## src/rtl/ovt_pkg.sv

```systemverilog
package ovt_pkg;

  // Watch phase: ARM_* counts toward an event, FLAG_* holds a latched alarm.
  typedef enum logic [1:0] {
    ARM_HI  = 2'd0,
    FLAG_HI = 2'd1,
    ARM_LO  = 2'd2,
    FLAG_LO = 2'd3
  } phase_e;

  // Strobes from control to the counting datapath.
  typedef struct packed {
    logic countEn;     // samples may advance the run
    logic watchLow;    // 1: count samples below limitLow, 0: above limitHigh
    logic clearCount;  // drop the run to zero this cycle
  } queue_ctrl_t;

endpackage

```

## src/rtl/ovt_queue.sv

```systemverilog
module ovt_queue
  import ovt_pkg::*;
#(
  parameter int TEMP_W  = 9,
  parameter int DEPTH_0 = 1,
  parameter int DEPTH_1 = 2,
  parameter int DEPTH_2 = 4,
  parameter int DEPTH_3 = 6,
  parameter int MAX_D   = 6,
  parameter int CNT_W   = 3
) (
  input  logic              clk,
  input  logic              rstN,
  input  logic              sampleValid,
  input  logic [TEMP_W-1:0] sampleTemp,
  input  logic [TEMP_W-1:0] limitHigh,
  input  logic [TEMP_W-1:0] limitLow,
  input  logic [1:0]        cfgQueue,
  input  queue_ctrl_t       ctrl,
  output logic              queueHit
);

  logic [CNT_W-1:0] need;
  logic [CNT_W-1:0] runCnt;
  logic [CNT_W-1:0] runNext;
  logic             overHigh;
  logic             underLow;
  logic             qualifies;

  always_comb begin
    unique case (cfgQueue)
      2'd0:    need = CNT_W'(DEPTH_0);
      2'd1:    need = CNT_W'(DEPTH_1);
      2'd2:    need = CNT_W'(DEPTH_2);
      default: need = CNT_W'(DEPTH_3);
    endcase
  end

  assign overHigh  = $signed(sampleTemp) > $signed(limitHigh);
  assign underLow  = $signed(sampleTemp) < $signed(limitLow);
  assign qualifies = ctrl.watchLow ? underLow : overHigh;
  assign queueHit  = sampleValid && ctrl.countEn && qualifies &&
                     ((runCnt + CNT_W'(1)) >= need);

  always_comb begin
    runNext = runCnt;
    if (sampleValid && ctrl.countEn) begin
      if (!qualifies || queueHit) runNext = '0;
      else                        runNext = runCnt + CNT_W'(1);
    end
  end

  always_ff @(posedge clk or negedge rstN) begin
    if (!rstN)                runCnt <= '0;
    else if (ctrl.clearCount) runCnt <= '0;
    else                      runCnt <= runNext;
  end


  cnt_bound_chk: assert property (@(posedge clk) disable iff (!rstN)
    runCnt < CNT_W'(MAX_D));


  cnt_hold_chk: assert property (@(posedge clk) disable iff (!rstN)
    (!sampleValid && !ctrl.clearCount) |=> $stable(runCnt));

endmodule

```

## src/rtl/ovt_fsm.sv

```systemverilog
module ovt_fsm
  import ovt_pkg::*;
(
  input  logic        clk,
  input  logic        rstN,
  input  logic        cfgIntMode,
  input  logic        cfgShutdown,
  input  logic        regReadStb,
  input  logic        queueHit,
  output queue_ctrl_t ctrl,
  output logic        alarmActive
);

  phase_e phaseQ, phaseD;
  logic   activeQ, activeD;
  logic   prevMode, prevSd;
  logic   modeFlip, sdEntry, clearReq, flagged;

  assign modeFlip = cfgIntMode ^ prevMode;
  assign sdEntry  = cfgShutdown & ~prevSd;
  assign clearReq = cfgIntMode & (regReadStb | sdEntry);
  assign flagged  = (phaseQ == FLAG_HI) || (phaseQ == FLAG_LO);

  assign ctrl.countEn    = !flagged;
  assign ctrl.watchLow   = (phaseQ == ARM_LO);
  assign ctrl.clearCount = modeFlip || (flagged && clearReq);

  always_comb begin
    phaseD  = phaseQ;
    activeD = activeQ;
    if (modeFlip) begin
      phaseD  = ARM_HI;
      activeD = 1'b0;
    end else if (flagged && clearReq) begin
      phaseD  = (phaseQ == FLAG_HI) ? ARM_LO : ARM_HI;
      activeD = 1'b0;
    end else if (queueHit) begin
      if (cfgIntMode) begin
        phaseD  = (phaseQ == ARM_HI) ? FLAG_HI : FLAG_LO;
        activeD = 1'b1;
      end else begin
        phaseD  = (phaseQ == ARM_HI) ? ARM_LO : ARM_HI;
        activeD = (phaseQ == ARM_HI);
      end
    end
  end

  always_ff @(posedge clk or negedge rstN) begin
    if (!rstN) begin
      phaseQ   <= ARM_HI;
      activeQ  <= 1'b0;
      prevMode <= 1'b0;
      prevSd   <= 1'b0;
    end else begin
      phaseQ   <= phaseD;
      activeQ  <= activeD;
      prevMode <= cfgIntMode;
      prevSd   <= cfgShutdown;
    end
  end

  assign alarmActive = activeQ;


  act_hold_chk: assert property (@(posedge clk) disable iff (!rstN)
    (!queueHit && !clearReq && !modeFlip) |=> $stable(activeQ));


  int_clear_chk: assert property (@(posedge clk) disable iff (!rstN)
    (cfgIntMode && flagged && (regReadStb || sdEntry) && !modeFlip) |=> !activeQ);


  cmp_track_chk: assert property (@(posedge clk) disable iff (!rstN)
    (!cfgIntMode && !modeFlip) |-> (activeQ == (phaseQ == ARM_LO)));


  mode_reset_chk: assert property (@(posedge clk) disable iff (!rstN)
    modeFlip |=> (!activeQ && phaseQ == ARM_HI));

endmodule

```

## src/rtl/ovt_alarm.sv

```systemverilog
module ovt_alarm
  import ovt_pkg::*;
#(
  parameter int TEMP_W  = 9,
  parameter int DEPTH_0 = 1,
  parameter int DEPTH_1 = 2,
  parameter int DEPTH_2 = 4,
  parameter int DEPTH_3 = 6
) (
  input  logic              clk,
  input  logic              rstN,
  input  logic              sampleValid,
  input  logic [TEMP_W-1:0] sampleTemp,
  input  logic [TEMP_W-1:0] limitHigh,
  input  logic [TEMP_W-1:0] limitLow,
  input  logic [1:0]        cfgQueue,
  input  logic              cfgPolarity,
  input  logic              cfgIntMode,
  input  logic              cfgShutdown,
  input  logic              regReadStb,
  output logic              alarmPin
);

  localparam int MAX_01 = (DEPTH_0 > DEPTH_1) ? DEPTH_0 : DEPTH_1;
  localparam int MAX_23 = (DEPTH_2 > DEPTH_3) ? DEPTH_2 : DEPTH_3;
  localparam int MAX_D  = (MAX_01 > MAX_23) ? MAX_01 : MAX_23;
  localparam int CNT_W  = $clog2(MAX_D + 1);

  queue_ctrl_t qCtrl;
  logic        queueHit;
  logic        alarmActive;

  ovt_queue #(
    .TEMP_W(TEMP_W), .DEPTH_0(DEPTH_0), .DEPTH_1(DEPTH_1),
    .DEPTH_2(DEPTH_2), .DEPTH_3(DEPTH_3), .MAX_D(MAX_D), .CNT_W(CNT_W)
  ) queue_i (
    .clk(clk), .rstN(rstN), .sampleValid(sampleValid), .sampleTemp(sampleTemp),
    .limitHigh(limitHigh), .limitLow(limitLow), .cfgQueue(cfgQueue),
    .ctrl(qCtrl), .queueHit(queueHit)
  );

  ovt_fsm fsm_i (
    .clk(clk), .rstN(rstN), .cfgIntMode(cfgIntMode), .cfgShutdown(cfgShutdown),
    .regReadStb(regReadStb), .queueHit(queueHit), .ctrl(qCtrl),
    .alarmActive(alarmActive)
  );

  assign alarmPin = cfgPolarity ? alarmActive : ~alarmActive;

endmodule

```

## config.mk

```make
export PLATFORM = sky130hd
export DESIGN_NAME = ovt_alarm
export DESIGN_NICKNAME = d
export VERILOG_FILES = /design/src/rtl/ovt_pkg.sv /design/src/rtl/ovt_queue.sv /design/src/rtl/ovt_fsm.sv /design/src/rtl/ovt_alarm.sv
export SDC_FILE = /design/constraint.sdc
export NUM_CORES = 1
export LEC_CHECK = 0
export ABC_AREA = 1
export BUFFER_PORTS_ARGS = -buffer_cell sky130_fd_sc_hd__buf_2
export CORE_AREA = 8 8 56 58
export DETAILED_ROUTE_END_ITERATION = 6
export DIE_AREA = 0 0 64 66
export PLACE_DENSITY = 0.79
export SLEW_MARGIN = 20
export SYNTH_ARGS = -nofsm -noshare
export SYNTH_HDL_FRONTEND = slang
export SYNTH_SLANG_ARGS = --single-unit
```

## constraint.sdc

```tcl
create_clock -name clk -period 2.75 [get_ports clk]
set_clock_uncertainty 0.1 [all_clocks]
set_input_delay 0.55 -clock clk [delete_from_list [all_inputs] [get_ports clk]]
set_output_delay 0.55 -clock clk [all_outputs]
set_load 0.05 [all_outputs]
```

# After elaboration in Yosys (flattened, before gate mapping)
# Index checks and enable logic that the tools add are counted.
# Widths: inputs -> output; s select.
# totals
register_bits	8
word_cells	50
out_inout_bits	1
# classes
add_sub_neg	1
eq_ne	5
muxes	17
reduce_logical	13
order_cmp	3
bitwise	6
# op_table
op	n
$mux 2	7
$gt 9x9->1	1
$lt 9x9->1	1
$mux 3	3
$pmux 3 s3	1
$eq 2x2->1 const B	3
$mux 1	6
$eq 2x1->1 const B	2
$logic_and 1x1->1	4
$logic_not 2->1	2
$add 3x1->3 const B	1
$ge 3x3->1	1
$logic_or 1x1->1	3
$reduce_bool 3->1	1
$and 1x1->1	2
$logic_not 1->1	2
$not 1->1	2
$reduce_bool 2->1	1
$or 1x1->1	1
$xor 1x1->1	1

# Depth between registers and ports, before layout
# Gate-level depths: netlist of run 1.
# logic_depth
word_depth	10
mapped_depth	14

# Cells and area by module
# A second synthesis of run 1 with hierarchy kept.
# hier_totals
cells_unflattened	166
area_unflattened_um2	1147.4
# by_module_without_submodules
mod	seq_area_each_um2	instances	cells_each	area_each_um2
ovt_queue	75.1	1	123	827.0
ovt_fsm	125.1	1	38	301.5
ovt_alarm	0.0	1	5	18.8

# Least setup slack after synthesis of run 1
# No wires, ideal clock.
# synth_timing
path_kind	input-to-output
from	input port cfgPolarity
to	output port alarmPin
setup_slack_ns	0.724
n_path_buf	0
path_stages	1
arrival_time_ns	1.376
required_ns	2.100
cell_sequence	xnor2_1
# synth_via
elab_chain_cells	1
# synth_lines
item	line_no	rtl
start, declared	ovt_alarm.sv:17	input logic cfgPolarity,
$mux 1	ovt_alarm.sv:48	assign alarmPin = cfgPolarity ? alarmActive : ~alarmActive;
end, declared	ovt_alarm.sv:21	output logic alarmPin
# No other way between the ends.

# Worst setup path in the final report of run 1
# layout_timing
from	register queue_i.runCnt[0]
to	register queue_i.runCnt[2]
# layout_via
elab_chain_cells	7
# layout_lines
item	line_no	rtl
start, declared	ovt_queue.sv:24	logic [CNT_W-1:0] runCnt;
start signal, assigned	ovt_queue.sv:56	else runCnt <= runNext;
$add 3x1->3 (*)	ovt_queue.sv:43, ovt_queue.sv:49	
$ge 3x3->1	ovt_queue.sv:43	((runCnt + CNT_W'(1)) >= need);
$logic_and 1x1->1	ovt_queue.sv:42	assign queueHit = sampleValid && ctrl.countEn && qualifies &&
$logic_or 1x1->1	ovt_queue.sv:48	if (!qualifies || queueHit) runNext = '0;
$mux 3 (*)	ovt_queue.sv:48	
$mux 3 (*)	ovt_queue.sv:47	if (sampleValid && ctrl.countEn) begin
$mux 3 (*)	ovt_queue.sv:55	else if (ctrl.clearCount) runCnt <= '0;
# Every way passes the cells marked *; elsewhere a longest branch is shown, timed or not. The select of a mux whose other input is x is not followed.
# A chain may end at the register's enable or synchronous reset.

==> reports/metrics.yaml, run 1 <==
ff_latch_area_um2: 200
critPathLaunchType: "flop"
synth_cell_types: 24
cp_max_fo: 4
die_h_um: 66
grt_pass1_vias: 991
crit_chain: "ha_1 > xor2_1 > ha_1 > a21oi_1 > o211ai_1 > nor4_1 > nand3_1 > nand2_1"
async_flop_share_pct: 100
vias: 1053
synth.area.mux_share_pct: 0
start_util_pct: 46.8
netlist.area_leader.share_pct: 25.3
grt_usage_pct: 10.7
min_path_type: "in2async"
r2r_cells: 8
cts.sinks: 8
drv_slew: 0
tritoncts: "yes"
hold_violations: 0
clockBufferDepth: 2
antenna_left: 0
setup_ws_ns: 0.579
gp_congestion: 0.788
yosys.area_share.adder_pct: 25.3
status: "completed"
syn-instance-count: 156
drive_above_1_share_pct: 27.7
crit_path_end_kind: "flop"
place_hpwl_um: 1990
diodes: 0
clkSlewWorstSetupHoldPaths_ns: 0.05
area_delta_synth_final_pct: 22.1
grt_antenna_before_repair: 0
cp_slowest_cell: "nor4_1"
clock.fmax_mhz: 461
portBuffers: 36
synth_ff_type: "dfrtp_1"
synth_xor_area_share_pct: 2.42
place_ws_ns: 0.602
finalCritPeriodShare_pct: 79.0
syn_nets: 214
cts-root-buf: "clkbuf_4"
dr.pass1.iters: 4
grt_max_degree: 9
fp.dieW_um: 64
ios: 37
core.rowCount: 18
maxCapViolCount: 0
synth_edf_count: 0
tightest_slew_ns: 0.523
multi_input_area_um2: 747
routed_via_density: 4.68
clock_latency_ns: 0.25
relSlewSlack_pct: 64.8
synth_top_family_by_area: "simple AND/OR/NAND/NOR gates"
synthSimpleGateAreaFrac_pct: 34.9
routed_wl_um: 2150
drc_errors: 0
arrival_ns: 2.26
slowest_delay_ns: 0.42
ir_drop_uv: 211
dieArea_um2: 4220
setup_violations: 0
p_per_area_nw_per_um2: 347
first_iter_violations: 30
syn_area_per_cell_um2: 6.96
crit_type: "reg2reg"
synth_area_leaders: "ha_1 (25%), dfrtp_1 (18%), nand2_1 (14%), inv_1 (12%), nand3_1 (3.7%)"
cts_resized: 0
seq_area_frac_synth_pct: 18.4
rrSetupSlack_ns: 0.58
core_area_um2: 2320
reg2reg_from: "queue_i.runCnt[0]$_DFFE_PN0P_"
power.leakage_uw: 0.000855
yosysTopAreaCell: "ha_1"
path_common_cell: "ha_1"
cp_top_family: "simple AND/OR/NAND/NOR gates"
r2r-end: "queue_i.runCnt[2]$_DFFE_PN0P_"
min_period_ns: 2.17
rsz0062_at_grt: "no"
gr-total-overflow: 0
fillers: 229
path_buf_inv: 0
htreeDepth: 1
cp.required_ns: 2.84
hold_buffers: 0
routedWlPerCell_um: 9.56
ys_ff_latch: 8
syn_area_um2: 1090
cts_setup_buffers: 0
yosysWarnings: 0
fin_nets: 255
synthTopCellsByCount: "nand2_1 (41), inv_1 (35), ha_1 (22)"
synth.most_common_cell: "nand2_1"
grt_first_pass_wirelength_um: 3830
cts_buffers: 3
setup_tns_ns: 0
synth_compound_area_share_pct: 6.11
power breakdown:
part           internal [uW]  total (uW)  switching (uW)
sequential               132         146            14.3
combinational           95.5         226             130
clock                   49.8        87.9            38.1
total                    277         460             183
kinds of logic after synthesis:
family / count (synthesis)
xor gates and xnor gates: 3
DFF: 8
adders and majority gates: 22
buffers and inverters: 37
and+or+nand+nor: 76
AOI/OAI and AO/OA: 10
per-layer routing:
metal	vias to the layer above	track usage (%)	routed length, um
met4	0	5.57	28
li1	572	-	-
met3	4	2.37	94
met5	-	0	0
met1	457	11.6	928
met2	20	19.2	1100
flip-flops by register name, indices dropped and copies added, names as in the netlist:
| name | count |
|---|---|
| fsm_i.phaseQ | 2 |
| fsm_i.prevMode | 1 |
| queue_i.runCnt | 3 |
| fsm_i.prevSd | 1 |
| fsm_i.alarmActive | 1 |
cell usage in the layout (no fill, tap or decap), types with 3 or more instances in the layout:
master / count
nand3_1: 8
buf_2: 36
nand2_1: 41
a21oi_1: 6
nand3_2: 4
ha_1: 22
nor2_1: 10
inv_1: 35
clkbuf_4: 3
dfrtp_1: 8
worst max path at each step:
stage / from / end / slack (ns) / depth (start not counted)
final: queue_i.runCnt[0]$_DFFE_PN0P_ / queue_i.runCnt[2]$_DFFE_PN0P_ / 0.58 / 8
after floorplan: cfgPolarity / alarmPin / 0.72 / 1
after detailed placement: queue_i.runCnt[0]$_DFFE_PN0P_ / queue_i.runCnt[2]$_DFFE_PN0P_ / 0.60 / 8
after global routing: queue_i.runCnt[0]$_DFFE_PN0P_ / queue_i.runCnt[0]$_DFFE_PN0P_ / 0.43 / 8
after CTS: queue_i.runCnt[0]$_DFFE_PN0P_ / queue_i.runCnt[2]$_DFFE_PN0P_ / 0.59 / 8
after global placement: queue_i.runCnt[0]$_DFFE_PN0P_ / queue_i.runCnt[2]$_DFFE_PN0P_ / 0.67 / 8
metrics by stage:
step                total power (uW)  hold slack (ns)  util [%]  instances  instance area, um^2
global placement                 372            0.295      56.2        222                 1300
CTS                              468           0.0235      57.2        225                 1330
floorplan                        313            0.154         -        156                 1090
finish                           460           0.0246      57.2        225                 1330
detailed placement               377            0.300      56.2        222                 1300
global route                     512           0.0210      57.2        225                 1330
cell type report:
type	instances	area share (%)
Multi-Input combinational cell	111	56.3
Sequential cell	8	15.1
Timing Repair Buffer	36	13.6
Inverter	37	10.5
Tap cell	30	2.83
Clock buffer	3	1.70
No activity file was read; power rests on OpenSTA's default activity.
==> run 2, diff against run 1 <==
Settings changed: CORE_AREA 8 8 56 58 to 8 8 59 61, DIE_AREA 0 0 64 66 to 0 0 67 69, PLACE_DENSITY 0.79 to 0.74.
Clock period 2.75 ns to 1.8 ns, I/O delays scaled along.
==> reports/metrics.yaml, run 2 (synthesized netlist as in run 1, its figures left out) <==
status: "finished with violations"  # was completed
violations: "setup timing"
setup_tns_ns: -0.457  # was 0 ns
cts.sinks: 8  # unchanged
crit_type: "reg2reg"  # unchanged
ios: 37  # unchanged
rsz0062_at_grt: "yes"  # was no
cp.required_ns: 1.84  # was 2.84 ns
routed_via_density: 4.59  # was 4.68
netSwitchingFraction_pct: 39.9  # was 39.7%
grt_antenna_before_repair: 0  # unchanged
p_int_uw: 446  # was 277 uW
htreeDepth: 1  # unchanged
fin_nets: 263  # was 255
core_area_um2: 2620  # was 2320 um^2
grt_max_degree: 9  # unchanged
cp_max_fo: 4  # unchanged
drive_above_1_share_pct: 33.5  # was 27.7%
drc_errors: 0  # unchanged
regMostFlops: "queue_i.runCnt"  # unchanged
gr-total-overflow: 0  # unchanged
p_comb_share_pct: 52.0  # was 49.1%
diodes: 0  # unchanged
min_path_type: "in2reg"  # was in2async
power_switching_uw: 296  # was 183 uW
largestRegisters: "queue_i.runCnt (3), fsm_i.phaseQ (2)"  # unchanged
critPathLaunchType: "flop"  # unchanged
portBuffers: 36  # unchanged
vias: 1075  # was 1,053
seqPwrFrac_pct: 30.2  # was 31.8%
maxCapViolCount: 0  # unchanged
routedWlPerCell_um: 9.53  # was 9.56 um
crit_chain: "ha_4 > xor2_4 > ha_4 > nand2_2 > o211ai_1 > nand2_1 > inv_2 > nand3_4 > nand3_1 > nand2_1"  # was ha_1 > xor2_1 > ha_1 > a21oi_1 > o211ai_1 > nor4_1 > nand3_1 > nand2_1
tritoncts: "yes"  # unchanged
dr.pass1.iters: 4  # unchanged
worstHoldStart: "cfgShutdown"
grt_pass1_vias: 1034  # was 991
p_clk_share_pct: 17.8  # was 19.1%
drv_slew: 0  # unchanged
cts_buffers: 3  # unchanged
power.leakage_uw: 0.000893  # was 0.000855 uW
grt_usage_pct: 10.2  # was 10.7%
clock_latency_ns: 0.25  # about the same
arrival_ns: 1.98  # was 2.26 ns
clkSlewWorstSetupHoldPaths_ns: 0.05  # about the same
min_period_ns: 1.93  # was 2.17 ns
fp.dieW_um: 67  # was 64 um
cts-root-buf: "clkbuf_4"  # unchanged
power_uw: 741  # was 460 uW
r2r-end: "fsm_i.phaseQ[1]$_DFFE_PN0P_"  # was queue_i.runCnt[2]$_DFFE_PN0P_
ir_drop_uv: 241  # was 211 uV
die_h_um: 69  # was 66 um
tightest_slew_ns: 0.306  # was 0.523 ns
dieArea_um2: 4620  # was 4220 um^2
setup_violations: 6  # was 0
layout_common_cells: "nand2_1 (40), buf_2 (36), inv_1 (34), ha_1 (20), nor2_1 (10)"  # was nand2_1 (41), buf_2 (36), inv_1 (35), ha_1 (22), nor2_1 (10)
relSlewSlack_pct: 79.4  # was 64.8%
first_iter_violations: 33  # was 30
r2r_cells: 10  # was 8
mostFrequentLayoutCell: "nand2_1"  # unchanged
core.rowCount: 19  # was 18
antenna_left: 0  # unchanged
reg2reg_from: "queue_i.runCnt[0]$_DFFE_PN0P_"  # unchanged
hold_violations: 0  # unchanged
finalCritPeriodShare_pct: 107  # was 79.0%
whs_path_depth: 1
slowest_delay_ns: 0.40  # was 0.42 ns
routed_wl_um: 2230  # was 2150 um
hold_end: "fsm_i.prevSd$_DFF_PN0_"
clock.fmax_mhz: 517  # was 461 MHz
largest_reg_flops: 3  # unchanged
area_delta_synth_final_pct: 34.0  # was 22.1%
grt_first_pass_wirelength_um: 4020  # was 3830 um
place_hpwl_um: 1960  # was 1990 um
rrSetupSlack_ns: -0.13  # was 0.58 ns
crit_path_end_kind: "flop"  # unchanged
cp_slowest_cell: "dfrtp_1"  # was nor4_1
start_util_pct: 41.5  # was 46.8%
setup_ws_ns: -0.133  # was 0.579 ns
clockBufferDepth: 2  # unchanged
p_per_area_nw_per_um2: 509  # was 347 nW/um^2
gp_congestion: 0.788  # about the same
-- run 2: cell count changes in the layout (fill, tap and decap cells not counted), sizes merged --
cell / previous run / this run
dlygate4sd3: 0 / 1
buf: 36 / 43
-- run 2: final cells by class --
type	instances	area, um^2
Sequential cell	8	200
Tap cell	31	38.8
Inverter	37	139
Fill cell	273	1160
Clock buffer	3	22.5
Timing Repair Buffer	44	243
Multi-Input combinational cell	111	812
-- run 2: stage by stage --
step	setup slack [ns]	std cells	cell area [um^2]	hold WS, ns	util (%)
final	-0.133	234	1460	0.134	55.6
after global placement	-0.119	228	1350	0.111	51.7
after global routing	-0.241	234	1460	0.120	55.6
after CTS	-0.145	234	1420	0.126	54.3
after detailed placement	-0.198	228	1350	0.110	51.7
after floorplan	-0.0636	156	1090	-0.0356	-
-- run 2: worst max path at each step --
stage	startpoint	cells after the start	slack (ns)	endpoint
2_1_floorplan	queue_i.runCnt[0]$_DFFE_PN0P_	10	-0.06	fsm_i.alarmActive$_DFFE_PN0P_
3_3_place_gp	queue_i.runCnt[1]$_DFFE_PN0P_	11	-0.12	fsm_i.phaseQ[0]$_DFFE_PN0P_
3_5_place_dp	queue_i.runCnt[1]$_DFFE_PN0P_	10	-0.20	fsm_i.alarmActive$_DFFE_PN0P_
4_1_cts	queue_i.runCnt[0]$_DFFE_PN0P_	11	-0.15	fsm_i.phaseQ[0]$_DFFE_PN0P_
5_1_grt	queue_i.runCnt[1]$_DFFE_PN0P_	11	-0.24	fsm_i.phaseQ[0]$_DFFE_PN0P_
6_report	queue_i.runCnt[0]$_DFFE_PN0P_	10	-0.13	fsm_i.phaseQ[1]$_DFFE_PN0P_
-- run 2: timing repair --
item | in CTS | in global routing
resized for setup | 4 | 4
hold buffers | 1 | 0
buffers inserted | 2 | 0
hold endpoints to repair | 8 | 0
pin swaps | 5 | 4
setup endpoints to repair | 6 | 6
-- run 2: power by group through the flow --
stage / Combinational (uW) / Clock [uW] / Sequential (uW)
floorplan: 261 / 0 / 221
global placement: 364 / 0 / 224
detailed placement: 370 / 0 / 224
CTS: 383 / 140 / 222
global route: 445 / 154 / 227
finish: 386 / 132 / 224
-- run 2: worst max-delay path: cells and delay by family (launching register included) --
kind / cells / cell delay, ns
adders and majority gates: 2 / 0.47
DFF: 1 / 0.40
AOI/OAI and AO/OA: 1 / 0.25
xor gates and xnor gates: 1 / 0.16
and+or+nand+nor: 5 / 0.36
buffers and inverters: 1 / 0.08
-- run 2: per-layer routing --
metal  track usage [%]  part of all wire (%)  vias to the layer above  wire length [um]
met5                 0                     0                        -                 0
met3              1.45                   4.3                        4                96
met2              16.7                    53                       18              1180
met4              4.88                   1.2                        0                27
met1              12.5                    42                      465               930
li1                  -                     -                      588                 -
